--- src/rtl/ssp_pkg.sv ---
`timescale 1ns/1ps
package ssp_pkg;
    localparam logic [1:0] A_DATA = 2'd0;
    localparam logic [1:0] A_CTRL = 2'd1;
    localparam logic [1:0] A_DIV  = 2'd2;
    localparam logic [1:0] A_STAT = 2'd3;

    // packed from MSB: irq_sel is bit6 ... tx_en is bit0
    typedef struct packed {
        logic irq_sel;
        logic flow_rts;
        logic flow_en;
        logic pol;
        logic ext_clk;
        logic rx_en;
        logic tx_en;
    } ctrl_t;
endpackage

--- src/rtl/ssp_clkgen.sv ---
`timescale 1ns/1ps
module ssp_clkgen #(
    parameter int DIV_W  = 8,
    parameter int SYNC_N = 2
) (
    input  logic             clk,
    input  logic             rst_n,
    input  logic             run,
    input  logic             ext_mode,
    input  logic             pol,
    input  logic [DIV_W-1:0] div,
    input  logic             sclk_i,
    output logic             lead,
    output logic             trail,
    output logic             sclk_o
);
    typedef struct packed {
        logic [DIV_W-1:0]  cnt;
        logic              phase;
        logic [SYNC_N-1:0] sync;
        logic              prev;
    } st_t;

    st_t st_d, st_q;
    logic tick, s_lvl, rise, fall;

    always_comb begin
        st_d      = st_q;
        tick      = 1'b0;
        st_d.sync = {st_q.sync[SYNC_N-2:0], sclk_i};
        st_d.prev = st_q.sync[SYNC_N-1];
        if (!run || ext_mode) begin
            st_d.cnt   = '0;
            st_d.phase = 1'b1;
        end else if (st_q.cnt == div) begin
            st_d.cnt   = '0;
            st_d.phase = ~st_q.phase;
            tick       = 1'b1;
        end else begin
            st_d.cnt = st_q.cnt + 1'b1;
        end
    end

    assign s_lvl  = st_q.sync[SYNC_N-1];
    assign rise   = s_lvl & ~st_q.prev;
    assign fall   = ~s_lvl & st_q.prev;
    assign lead   = run & (ext_mode ? (pol ? rise : fall) : (tick & st_q.phase));
    assign trail  = run & (ext_mode ? (pol ? fall : rise) : (tick & ~st_q.phase));
    assign sclk_o = st_q.phase ^ pol;

    always_ff @(posedge clk or negedge rst_n) begin
        if (!rst_n) begin
            st_q.cnt   <= '0;
            st_q.phase <= 1'b1;
            st_q.sync  <= '0;
            st_q.prev  <= 1'b0;
        end else begin
            st_q <= st_d;
        end
    end

    // internal clock level only moves while a frame runs
    p_clk_still_r2: assert property (@(posedge clk) disable iff (!rst_n)
        (!run && !ext_mode && $past(!run)) |-> $stable(sclk_o) || $changed(pol));
endmodule

--- src/rtl/ssp_engine.sv ---
`timescale 1ns/1ps
module ssp_engine #(
    parameter int DATA_W = 8
) (
    input  logic              clk,
    input  logic              rst_n,
    input  logic              start,
    input  logic [DATA_W-1:0] tx_byte,
    input  logic              lead,
    input  logic              trail,
    input  logic              rxd,
    output logic              busy,
    output logic              done,
    output logic              txd,
    output logic [DATA_W-1:0] rx_byte
);
    localparam int BW = $clog2(DATA_W);
    localparam logic [BW-1:0] LAST = BW'(DATA_W - 1);

    typedef struct packed {
        logic              busy;
        logic [BW-1:0]     bitcnt;
        logic [DATA_W-1:0] tsh;
        logic [DATA_W-1:0] rsh;
        logic              txd;
    } st_t;

    st_t st_d, st_q;

    assign rx_byte = {rxd, st_q.rsh[DATA_W-1:1]};
    assign done    = st_q.busy & trail & (st_q.bitcnt == LAST);

    always_comb begin
        st_d = st_q;
        if (!st_q.busy) begin
            if (start) begin
                st_d.busy   = 1'b1;
                st_d.tsh    = tx_byte;
                st_d.bitcnt = '0;
                st_d.txd    = tx_byte[0];
            end
        end else begin
            if (lead) st_d.txd = st_q.tsh[st_q.bitcnt];
            if (trail) begin
                st_d.rsh = rx_byte;
                if (st_q.bitcnt == LAST) begin
                    st_d.busy   = 1'b0;
                    st_d.bitcnt = '0;
                    st_d.txd    = 1'b1;
                end else begin
                    st_d.bitcnt = st_q.bitcnt + 1'b1;
                end
            end
        end
    end

    assign busy = st_q.busy;
    assign txd  = st_q.txd;

    always_ff @(posedge clk or negedge rst_n) begin
        if (!rst_n) begin
            st_q.busy   <= 1'b0;
            st_q.bitcnt <= '0;
            st_q.tsh    <= '0;
            st_q.rsh    <= '0;
            st_q.txd    <= 1'b1;
        end else begin
            st_q <= st_d;
        end
    end

    // clock edges reach the shifter only during a frame
    p_edges_in_frame_r7: assert property (@(posedge clk) disable iff (!rst_n)
        (lead || trail) |-> st_q.busy);
    // bit counter stays inside one frame
    p_bit_range_r2: assert property (@(posedge clk) disable iff (!rst_n)
        !st_q.busy |-> st_q.bitcnt == '0);
endmodule

--- src/rtl/ssp_port.sv ---
`timescale 1ns/1ps
module ssp_port #(
    parameter int DATA_W = 8,
    parameter int DIV_W  = 8,
    parameter int SYNC_N = 2
) (
    input  logic              clk,
    input  logic              rst_n,
    input  logic              wr_en,
    input  logic              rd_en,
    input  logic [1:0]        addr,
    input  logic [DATA_W-1:0] wdata,
    output logic [DATA_W-1:0] rdata,
    input  logic              sclk_i,
    output logic              sclk_o,
    output logic              txd_o,
    input  logic              rxd_i,
    input  logic              cts_n_i,
    output logic              rts_n_o,
    output logic              irq_tx_o,
    output logic              irq_rx_o,
    output logic              buf_empty_o,
    output logic              shift_empty_o,
    output logic              rx_full_o,
    output logic              overrun_o
);
    import ssp_pkg::*;

    localparam int CTRL_W = $bits(ctrl_t);

    typedef struct packed {
        ctrl_t             ctrl;
        logic [DIV_W-1:0]  div;
        logic [DATA_W-1:0] txbuf;
        logic              txfull;
        logic [DATA_W-1:0] rxbuf;
        logic              rxfull;
        logic              ovr;
        logic              irq_tx;
        logic              irq_rx;
    } reg_t;

    reg_t r_d, r_q;
    logic busy, done, start, cts_ok, rd_data, lead, trail;
    logic [DATA_W-1:0] rx_byte;

    assign cts_ok  = !(r_q.ctrl.flow_en && !r_q.ctrl.flow_rts && cts_n_i);
    assign start   = r_q.txfull && r_q.ctrl.tx_en && cts_ok && !busy;
    assign rd_data = rd_en && (addr == A_DATA);

    ssp_clkgen #(.DIV_W(DIV_W), .SYNC_N(SYNC_N)) u_clk (
        .clk(clk), .rst_n(rst_n), .run(busy), .ext_mode(r_q.ctrl.ext_clk),
        .pol(r_q.ctrl.pol), .div(r_q.div), .sclk_i(sclk_i),
        .lead(lead), .trail(trail), .sclk_o(sclk_o));

    ssp_engine #(.DATA_W(DATA_W)) u_eng (
        .clk(clk), .rst_n(rst_n), .start(start), .tx_byte(r_q.txbuf),
        .lead(lead), .trail(trail), .rxd(rxd_i), .busy(busy), .done(done),
        .txd(txd_o), .rx_byte(rx_byte));

    always_comb begin
        r_d = r_q;
        if (start) begin
            r_d.txfull = 1'b0;
            if (!r_q.ctrl.irq_sel) r_d.irq_tx = 1'b1;
        end
        if (wr_en) begin
            unique case (addr)
                A_DATA: begin r_d.txbuf = wdata; r_d.txfull = 1'b1; end
                A_CTRL: r_d.ctrl = ctrl_t'(wdata[CTRL_W-1:0]);
                A_DIV:  r_d.div  = wdata[DIV_W-1:0];
                A_STAT: begin
                    if (wdata[4]) r_d.irq_tx = 1'b0;
                    if (wdata[5]) r_d.irq_rx = 1'b0;
                end
            endcase
        end
        if (done && r_q.ctrl.irq_sel && !r_q.txfull) r_d.irq_tx = 1'b1;
        if (rd_data) r_d.rxfull = 1'b0;
        if (done && r_q.ctrl.rx_en) begin
            r_d.rxbuf  = rx_byte;
            r_d.rxfull = 1'b1;
            r_d.irq_rx = 1'b1;
            if (r_q.rxfull && !rd_data) r_d.ovr = 1'b1;
        end
        if (!r_d.ctrl.rx_en) r_d.ovr = 1'b0;
    end

    always_ff @(posedge clk or negedge rst_n) begin
        if (!rst_n) r_q <= '0;
        else        r_q <= r_d;
    end

    always_comb begin
        unique case (addr)
            A_DATA:  rdata = r_q.rxbuf;
            A_CTRL:  rdata = DATA_W'(r_q.ctrl);
            A_DIV:   rdata = DATA_W'(r_q.div);
            default: rdata = DATA_W'({r_q.irq_rx, r_q.irq_tx, r_q.ovr, r_q.rxfull,
                                      shift_empty_o, buf_empty_o});
        endcase
    end

    assign buf_empty_o   = !r_q.txfull;
    assign shift_empty_o = !busy && !r_q.txfull;
    assign rx_full_o     = r_q.rxfull;
    assign overrun_o     = r_q.ovr;
    assign irq_tx_o      = r_q.irq_tx;
    assign irq_rx_o      = r_q.irq_rx;
    assign rts_n_o       = r_q.ctrl.flow_en && r_q.ctrl.flow_rts && r_q.rxfull;

    p_start_tx_en_r6: assert property (@(posedge clk) disable iff (!rst_n)
        $rose(busy) |-> $past(r_q.ctrl.tx_en));
    p_start_cts_r6: assert property (@(posedge clk) disable iff (!rst_n)
        $rose(busy) |-> !$past(r_q.ctrl.flow_en && !r_q.ctrl.flow_rts && cts_n_i));
    p_load_empties_r4: assert property (@(posedge clk) disable iff (!rst_n)
        $rose(busy) |-> buf_empty_o || $past(wr_en && addr == A_DATA));
    p_ovr_needs_full_r10: assert property (@(posedge clk) disable iff (!rst_n)
        $rose(r_q.ovr) |-> $past(r_q.rxfull));
    p_full_at_end_r9: assert property (@(posedge clk) disable iff (!rst_n)
        $rose(r_q.rxfull) |-> $past(busy) && !busy);
endmodule

--- config.mk ---
export PLATFORM = sky130hd
export DESIGN_NAME = ssp_port
export DESIGN_NICKNAME = d
export VERILOG_FILES = /design/src/rtl/ssp_pkg.sv /design/src/rtl/ssp_clkgen.sv /design/src/rtl/ssp_engine.sv /design/src/rtl/ssp_port.sv
export SDC_FILE = /design/constraint.sdc
export NUM_CORES = 1
export LEC_CHECK = 0
export CAP_MARGIN = 20
export CORE_UTILIZATION = 40
export DETAILED_ROUTE_END_ITERATION = 10
export PLACE_DENSITY_LB_ADDON = 0.15
export SKIP_LAST_GASP = 1
export SLEW_MARGIN = 20
export SYNTH_ARGS = -nofsm -noshare
export SYNTH_HDL_FRONTEND = slang
export SYNTH_HIERARCHICAL = 1
export SYNTH_SLANG_ARGS = --single-unit
--- constraint.sdc ---
create_clock -name clk -period 3.1 [get_ports clk]
set_input_delay 0.93 -clock clk [delete_from_list [all_inputs] [get_ports clk]]
set_output_delay 0.93 -clock clk [all_outputs]
set_load 0.01 [all_outputs]
Word-level counts from Yosys, hierarchy flattened
Cells that the tools add are included.

cells by class
  $add $sub $neg = 2
  order comparisons = 1
  eq/ne operators = 8
  multiplexer cells = 39
  bitwise logic cells = 13
  reductions and logical operators = 34

operators with widths
  kind                   number
  $mux W1                24
  $pmux W8 S3            1
  $mux W19               1
  $mux W9                2
  $mux W8                2
  $reduce_and A2 Y1      7
  $logic_and A1 B1 Y1    13
  $mux W12               1
  $reduce_bool A2 Y1     6
  $add A8 B1 Y8 const B  1
  $and A1 B1 Y1          8
  $eq A8 B8 Y1           1
  $mux W2                4
  $mux W4                2
  $ne A2 B1 Y1 const B   3
  $logic_not A1 Y1       5
  $eq A2 B2 Y1 const B   2
  $lt A3 B4 Y1 const B   1
  $not A1 Y1             4
  $add A3 B1 Y3 const B  1
  $bmux W1 S3            1
  $eq A3 B3 Y1 const B   1
  $mux W3                1
  $reduce_and A3 Y1      1
  other kinds (4)        4

storage, ports and cells
  bits in registers = 69
  input port bits = 17
  output and inout port bits = 17
  logic and storage cells = 121

Depth between registers and ports, before layout
Gate-level depths: netlist of run 1.

  depth in word-level cells = 11
  gate-level depth with buffers = 7
  gate-level depth less buffers = 7

Hierarchy
The synthesis of run 1 kept the hierarchy.

by module, submodules not included
  module      times used  cells each  area each (sq um)  sequential area each (sq um)
  ssp_port    1           108         1616.6             900.9
  ssp_engine  1           72          959.7              501.7
  ssp_clkgen  1           60          635.6              301.5

Worst setup path after synthesis of run 1
No wires, ideal clock.

  path kind = input to output
  start point = in addr[0]
  end point = out rdata[4]
  arrival time = 1.750 ns
  required time = 2.170 ns
  slack = 0.420 ns
  cell stages on the path = 3
  path buffers = 2
  path through = buf_4 buf_6 mux4_2

on the way
  word-level cells in the longest chain between the ends = 2
  elaborated cells on any way between the ends = 4
  classes of those cells = eq/ne (2); mux (1); reduce/logical (1)

ends and longest elaborated chain
  element                               RTL line        text
  start, declared                       ssp_port.sv:11  input logic [1:0] addr,
  $eq A2 B2 Y1 (tied with other cells)  ssp_port.sv:95  unique case (addr)
  $pmux W8 S3 *                         ssp_port.sv:95
  end, declared                         ssp_port.sv:13  output logic [DATA_W-1:0] rdata,

Mark *: on every way between the ends. The rest lies on a longest branch, timed or not.

Final worst setup path of run 1
  start point = in addr[0]
  end point = out rdata[2]

Same word-level chain as after synthesis.

==> results of run 1 <==
-- cells in the mapped netlist, drive strengths merged, types with 4 or more instances --
master and instances:
dfrtp 66, mux2 46, buf 15, nor2 15, xnor2 12, nand2 11, mux4 7, inv 6
mux2i 6, nor2b 5, nand3 4, nand4 4, nor3 4
-- area by class of cell --
type                       instances  area [µm²]
fill                             689        3860
sequential                        68        1700
multi-input combinational        151        1380
timing repair buffer              49         449
clock buffer                      12         155
tap                              102         128
clock inverter                     2        35.0
inverter                           6        22.5
-- how the worst max path moves through the flow --
stage / start / to / depth (start not counted)
3_5_place_dp: addr[0] / rdata[1] / 4
2_1_floorplan: addr[0] / rdata[4] / 3
6_report: addr[0] / rdata[2] / 4
5_1_grt: addr[0] / rdata[6] / 6
4_1_cts: addr[1] / rdata[0] / 3
3_3_place_gp: addr[0] / rdata[4] / 4
-- through the flow --
| step | cell area, µm² | worst slack (ns) | TNS (ns) |
|---|---|---|---|
| after floorplan | 3210 | 0.420 | 0 |
| after global placement | 3670 | -0.394 | -2.91 |
| after detailed placement | 3670 | -0.415 | -2.99 |
| after CTS | 3870 | 0.0905 | 0 |
| after global routing | 3870 | 0.0389 | 0 |
| final | 3870 | 0.108 | 0 |
-- layer usage --
metal,routed length (µm),track usage,vias to the layer above
met1,3130,0.238,1005
met3,203,0.0327,12
met5,0,0,-
li1,-,-,945
met2,3030,0.260,38
met4,109,0.0899,0
-- power by group --
group	leakage (nW)	switching [W]	internal (W)
sequential	0.855	0.000175	0.00107
combinational	0.768	0.000229	0.000342
clock	0.0983	0.000305	0.000406
total	1.72	0.000710	0.00182
-- timing repair --
action / 4_1_cts / 5_1_grt
gates resized for setup: 19 / 0
endpoints found under the setup margin: 8 / 0
buffers inserted: 1 / 0
-- registers in the layout (all words and copies together), names as in the netlist --
| name | count |
|---|---|
| u_eng/st_q | 11 |
| u_eng/txd | 1 |
| rx_full_o | 1 |
| overrun_o | 1 |
| u_eng/rx_byte | 7 |
| u_eng/busy | 1 |
| irq_tx_o | 1 |
| u_clk/st_d | 1 |
| r_q | 32 |
| irq_rx_o | 1 |
| u_clk/s_lvl | 1 |
| u_clk/st_q | 10 |
-- logic make-up after synthesis --
family,after synthesis,synth area share
flops,68,0.531
mux,59,0.229
simple gates,56,0.0970
buf+inv,21,0.0413
compound gates,18,0.0471
xor+xnor,15,0.0432
fa+ha+maj,3,0.0117
==> results.md, run 1 <==
| Parameter | This run |
| --- | --- |
| Cell row count | 32 |
| CP Data Required Time | 2.17 ns |
| Number of global-route vias before repair | 2077 |
| Core box area | 0.00773 mm² |
| Count of flip-flops with a built-in enable after synthesis | 0 |
| Count of cells along the worst register-to-register path | 7 |
| Capture point of the worst reg-to-reg path | r_q[7]$_DFFE_PN0P_ |
| Antenna violations before repair | 0 |
| Diode count | 0 |
| Clock slew at reported path FFs | 0.06 ns |
| Count of buffering cells on the critical path with inverters included | 3 |
| Share of the core filled with cells in the final layout | 0.501 |
| Routed wire per std cell | 16.6 µm |
| Most common library cell in the layout ignoring fill and taps | sky130_fd_sc_hd__dfrtp_1 |
| Setup violators final | 0 |
| Maximum level of the CTS H-tree | 3 |
| Avg Inst Size Synth | 13.4 µm² |
| ANT nets after route | 0 |
| Final Skew | 0.00714 ns |
| Achievable clock frequency | 334 MHz |
| Number of non-filler instances in the completed layout | 390 |
| Path type of the worst min-delay path | flip-flop to flip-flop |
| Drt first-iter violations | 46 |
| Top area cells in the synthesized netlist | sky130_fd_sc_hd__dfrtp_1 51%, sky130_fd_sc_hd__mux2_2 16%, sky130_fd_sc_hd__mux4_2 4.9% |
| Number of nets produced by synthesis | 260 |
| Mean number of vias per cell | 5.13 |
| Critical path cell sequence | dlygate4sd2_1 > buf_4 > mux4_2 > clkdlybuf4s15_2 |
| Top library cells by usage in the layout, fill and taps aside | 66 x sky130_fd_sc_hd__dfrtp_1, 46 x sky130_fd_sc_hd__mux2_2, 22 x sky130_fd_sc_hd__clkdlybuf4s50_1 |
| Post-layout net count | 305 |
| Die X | 91.6 µm |
| Clock latency on the worst-skew pair | 0.34 ns |
| Top-area cell type share of the netlist area | 0.514 |
| Initial standard-cell utilization of the core | 0.416 |
| Worst-case vdd ir drop | 0.000292 V |
| Overall via count from detail_route | 2000 |
| Proportion of layout cells with a drive suffix above 1 | 0.333 |
| Wire length after detailed routing | 6470 µm |
| Power density cells | 654 mW/mm² |
| Maximum number of pins on one net before global-route repair | 40 |
| Endpoint with the worst hold slack | u_clk/s_lvl$_DFF_PN0_ |
| Max-cap violations | 0 |
| Leakage dissipation | 1.72 nW |
| # placed instances | 375 |
| Largest stage delay on the critical path | 0.50 ns |
| RSZ-0062 raised after global routing | false |
| Capturing element type of the critical path | primary output |
| CTS max path bufs | 2 |
| Share of flip-flops with an asynchronous set or reset | 1.00 |
| Worst Setup Start Kind | input port |
| Beginning of the worst hold path | u_clk/st_d[2]$_DFF_PN0_ |
| Worst hold slack across all endpoints | 0.359 ns |
| Critical register-to-register path startpoint | u_clk/st_q[4]$_DFF_PN0_ |
| WHS Path Cells | 0 |
| Outcome | finished clean |
| Post-synthesis instance area | 0.00321 mm² |
| Count of buffers from port buffering | 33 |
| Slowest cell on the critical path | sky130_fd_sc_hd__mux4_2 |
| Clock Tree Root | sky130_fd_sc_hd__clkbuf_8 |
| Number of warnings printed during yosys synthesis | 6 |
| Number of sinks handled by clock tree synthesis | 68 |
| Seq/Total Area, Yosys | 0.531 |
| Kind of cell with the highest combined delay on the critical path | buffers and inverters |
| Transition time at the pin with the least slew margin | 0.498 ns |
| Pre-Repair DR Iteration Count | 4 |
| Final count of pins violating max slew | 0 |
| Signed area change from the synthesized netlist to the final layout | 20.5% |
| Final worst path period need | 2.99 ns |
| Cell count after synthesis | 240 |
| Seq cells post-synth | 68 |
| Distinct cell type count after synthesis | 45 |
| Critical-path maximum fanout | 3 |
| Cell accounting for the most synthesized area | sky130_fd_sc_hd__dfrtp_1 |
| Overall fraction of global-route tracks in use | 0.173 |
| Worst setup path class | input port to primary output |
| Num CTS Buffers | 9 |
| DIE AREA | 0.00839 mm² |
| Max_slew headroom | 0.668 |
| Total I/O pin count | 34 |
| Floorplan die height | 91.6 µm |
| Hold buffer count at cts | 0 |
| Wire length of the first global-routing pass | 10800 µm |
| Final HPWL DP | 4900 µm |
| Period Utilization, post-route | 0.965 |
| Flip-flop cell with the highest count after synthesis | sky130_fd_sc_hd__dfrtp_1 |
| DRC viols | 0 |
| Routability Congestion | 0.769 |
| Total power consumption of the routed design | 0.00253 W |
| Data arrival time of the critical path | 2.06 ns |
| Reg-to-reg slack, setup | 0.52 ns |
| Remaining global-route overflow | 0 |
| Clock tree from TritonCTS | yes |
| Hold violation count in the final report | 0 |
Power figures use the tool's default switching activity.
==> run 2: changes to the inputs <==
- CORE_UTILIZATION: 40 -> 45
- DONT_BUFFER_PORTS: default -> 1
==> run 2 against run 1 <==
Worst setup slack better by 0.46 ns. Flip-flop and latch count stayed put. Cell count is 13% lower. Clock skew is 0.0017 ns higher. Worst hold slack worse by 0.080 ns. Clock power is 4.2% lower. Design area is 11% lower. Global-route usage is 2.6 points higher. Combinational power is 21% lower. Largest cell class unchanged.
==> results.md, run 2 (same netlist as run 1, synthesis figures left out) <==
| Parameter | This run | vs previous |
| --- | --- | --- |
| Achievable clock frequency | 394 MHz | +18% |
| Clock tree from TritonCTS | yes |  |
| Clock slew at reported path FFs | 0.07 ns | about the same |
| Top library cells by usage in the layout, fill and taps aside | 66 x sky130_fd_sc_hd__dfrtp_1, 46 x sky130_fd_sc_hd__mux2_2, 15 x sky130_fd_sc_hd__nor2_1 |  |
| Number of sinks handled by clock tree synthesis | 68 | unchanged |
| Number of global-route vias before repair | 1931 | -7.0% |
| Post-layout net count | 259 | -15% |
| Remaining global-route overflow | 0 | unchanged |
| CP Data Required Time | 2.17 ns | about the same |
| Outcome | finished clean |  |
| Initial standard-cell utilization of the core | 0.470 | +0.0545 |
| Largest stage delay on the critical path | 0.38 ns | -0.12 ns |
| Period Utilization, post-route | 0.818 | -0.147 |
| Max_slew headroom | 0.635 | -0.0329 |
| Maximum number of pins on one net before global-route repair | 69 | +73% |
| Num CTS Buffers | 9 | unchanged |
| Diode count | 0 | unchanged |
| Wire length of the first global-routing pass | 10600 µm | -2.0% |
| Final worst path period need | 2.54 ns | -0.455 ns |
| Transition time at the pin with the least slew margin | 0.547 ns | +0.0488 ns |
| Register ranked first by flip-flop count | r_q |  |
| Clock latency on the worst-skew pair | 0.34 ns | about the same |
| Overall via count from detail_route | 1821 | -9.0% |
| Overall fraction of global-route tracks in use | 0.199 | +0.0256 |
| Clock Tree Root | sky130_fd_sc_hd__clkbuf_8 |  |
| Setup violators final | 0 | unchanged |
| Footprint of the flip-flops and latches | 0.00170 mm² | unchanged |
| Area used by multi-input combinational logic | 0.00138 mm² | unchanged |
| Largest register FFs | 32 | unchanged |
| Drt first-iter violations | 73 | +59% |
| Postcts setup bufs | 0 | -1 |
| Total I/O pin count | 34 | unchanged |
| Post-cts repair resize count | 0 | -19 |
| Hold violation count in the final report | 0 | unchanged |
| Signed area change from the synthesized netlist to the final layout | 6.90% |  |
| Path type of the worst min-delay path | input port to async pin |  |
| Pre-Repair DR Iteration Count | 4 | unchanged |
| Fillers | 618 | -10% |
| Hold buffer count at cts | 0 | unchanged |
| Antenna violations before repair | 0 | unchanged |
| Mean number of vias per cell | 5.36 | +4.4% |
| CTS max path bufs | 2 | unchanged |
| Total power consumption of the routed design | 0.00238 W | -5.9% |
| Slowest cell on the critical path | sky130_fd_sc_hd__dfrtp_1 |  |
| Wire length after detailed routing | 6480 µm | +0.15% |
| DIE AREA | 0.00748 mm² | -11% |
| Critical-path maximum fanout | 15 | +12 |
| Sum of negative setup slack | 0 ns | unchanged |
| Floorplan die height | 86.5 µm | -5.6% |
| Final count of pins violating max slew | 0 | unchanged |
| Worst setup path class | flip-flop to primary output |  |
| Most common library cell in the layout ignoring fill and taps | sky130_fd_sc_hd__dfrtp_1 |  |
| Cell row count | 30 | -6.3% |
| Top Registers | r_q: 32 flops, u_eng/st_q: 11 flops, u_clk/st_q: 10 flops |  |
| Leakage dissipation | 1.51 nW | -12% |
| Core box area | 0.00683 mm² | -12% |
| Power density cells | 694 mW/mm² | +6.0% |
| Critical path cell sequence | buf_4 > nor2_1 > mux4_2 |  |
| Final Skew | 0.00885 ns | +0.00171 ns |
| Maximum level of the CTS H-tree | 3 | unchanged |
| Count of buffers from port buffering | 0 | -100% |
| Die X | 86.5 µm | -5.6% |
| Worst-case vdd ir drop | 0.000283 V | -2.8% |
| Final HPWL DP | 4610 µm | -6.0% |
| Capturing element type of the critical path | primary output |  |
| Data arrival time of the critical path | 1.61 ns | -0.45 ns |
| Routability Congestion | 0.834 | +8.4% |
| Worst Setup Start Kind | flip-flop |  |
| ANT nets after route | 0 | unchanged |
| Proportion of layout cells with a drive suffix above 1 | 0.336 | +0.00273 |
| DRC viols | 0 | unchanged |
| Routed wire per std cell | 19.1 µm | +15% |
| RSZ-0062 raised after global routing | false |  |
| Max-cap violations | 0 | unchanged |
==> run 2: changes by cell type in the layout (fill, tap and decap cells not counted), sizes merged <==
cell / before / now
clkdlybuf4s50: 22 / 0
buf: 17 / 3
clkdlybuf4s15: 5 / 0
dlygate4sd2: 5 / 0
clkinvlp: 0 / 2
bufinv: 1 / 0
clkbuf: 12 / 13
==> run 2: power breakdown <==
part           internal [W]  switching [W]  total (W)
logic              0.000266       0.000183   0.000449
clock network      0.000355       0.000326   0.000681
registers           0.00107       0.000177    0.00125
total               0.00169       0.000686    0.00238
==> run 2: worst paths after layout <==
path / start / to / slack [ns] / cells past startpoint
worst max register to register: r_q[27]$_DFFE_PN0P_ / r_q[11]$_DFFE_PN0P_ / 0.69 / 7
worst min register to register: u_clk/st_d[2]$_DFF_PN0_ / u_clk/s_lvl$_DFF_PN0_ / 0.36 / 0
worst min-delay path: rst_n / r_q[30]$_DFF_PN0_ / 0.28 / 0
worst max-delay path: u_eng/busy$_DFF_PN0_ / rdata[1] / 0.56 / 3
max in group asynchronous: rst_n / u_clk/st_q[3]$_DFFE_PN1P_ / 2.60 / 0
min in group clk: u_clk/st_d[2]$_DFF_PN0_ / u_clk/s_lvl$_DFF_PN0_ / 0.36 / 0
==> run 2: area by class of cell <==
| type | instances | area share |
|---|---|---|
| sequential | 68 | 0.496 |
| multi-input combinational | 151 | 0.401 |
| clock buffer | 13 | 0.0492 |
| tap | 96 | 0.0350 |
| timing repair buffer | 3 | 0.00656 |
| inverter | 6 | 0.00656 |
| clock inverter | 3 | 0.00583 |
==> run 2: metal layers <==
layer / global-route usage / wire (µm) / up-vias
li1: - / - / 851
met1: 0.276 / 3090 / 914
met2: 0.281 / 2820 / 46
met3: 0.0733 / 457 / 10
met4: 0.0833 / 115 / 0
met5: 0 / 0 / -
==> run 2: through the flow <==
| step | hold WS [ns] | cells | cell area (µm²) | utilization | worst slack, ns |
|---|---|---|---|---|---|
| finish | 0.279 | 340 | 3430 | 0.503 | 0.563 |
| global route | 0.249 | 340 | 3430 | 0.503 | 0.409 |
| CTS | 0.260 | 340 | 3430 | 0.503 | 0.532 |
| detailed placement | 0.346 | 324 | 3240 | 0.475 | 0.671 |
| global placement | 0.338 | 324 | 3240 | 0.475 | 0.706 |
| floorplan | 0.331 | 240 | 3210 | - | 0.420 |
==> run 2: critical path, delay by kind of cell, from the launching register on <==
kind                   cells  cell delay [ns]
flip-flops                 1             0.38
multiplexers               1             0.37
AND/OR/NAND/NOR            1             0.33
buffers and inverters      1             0.19
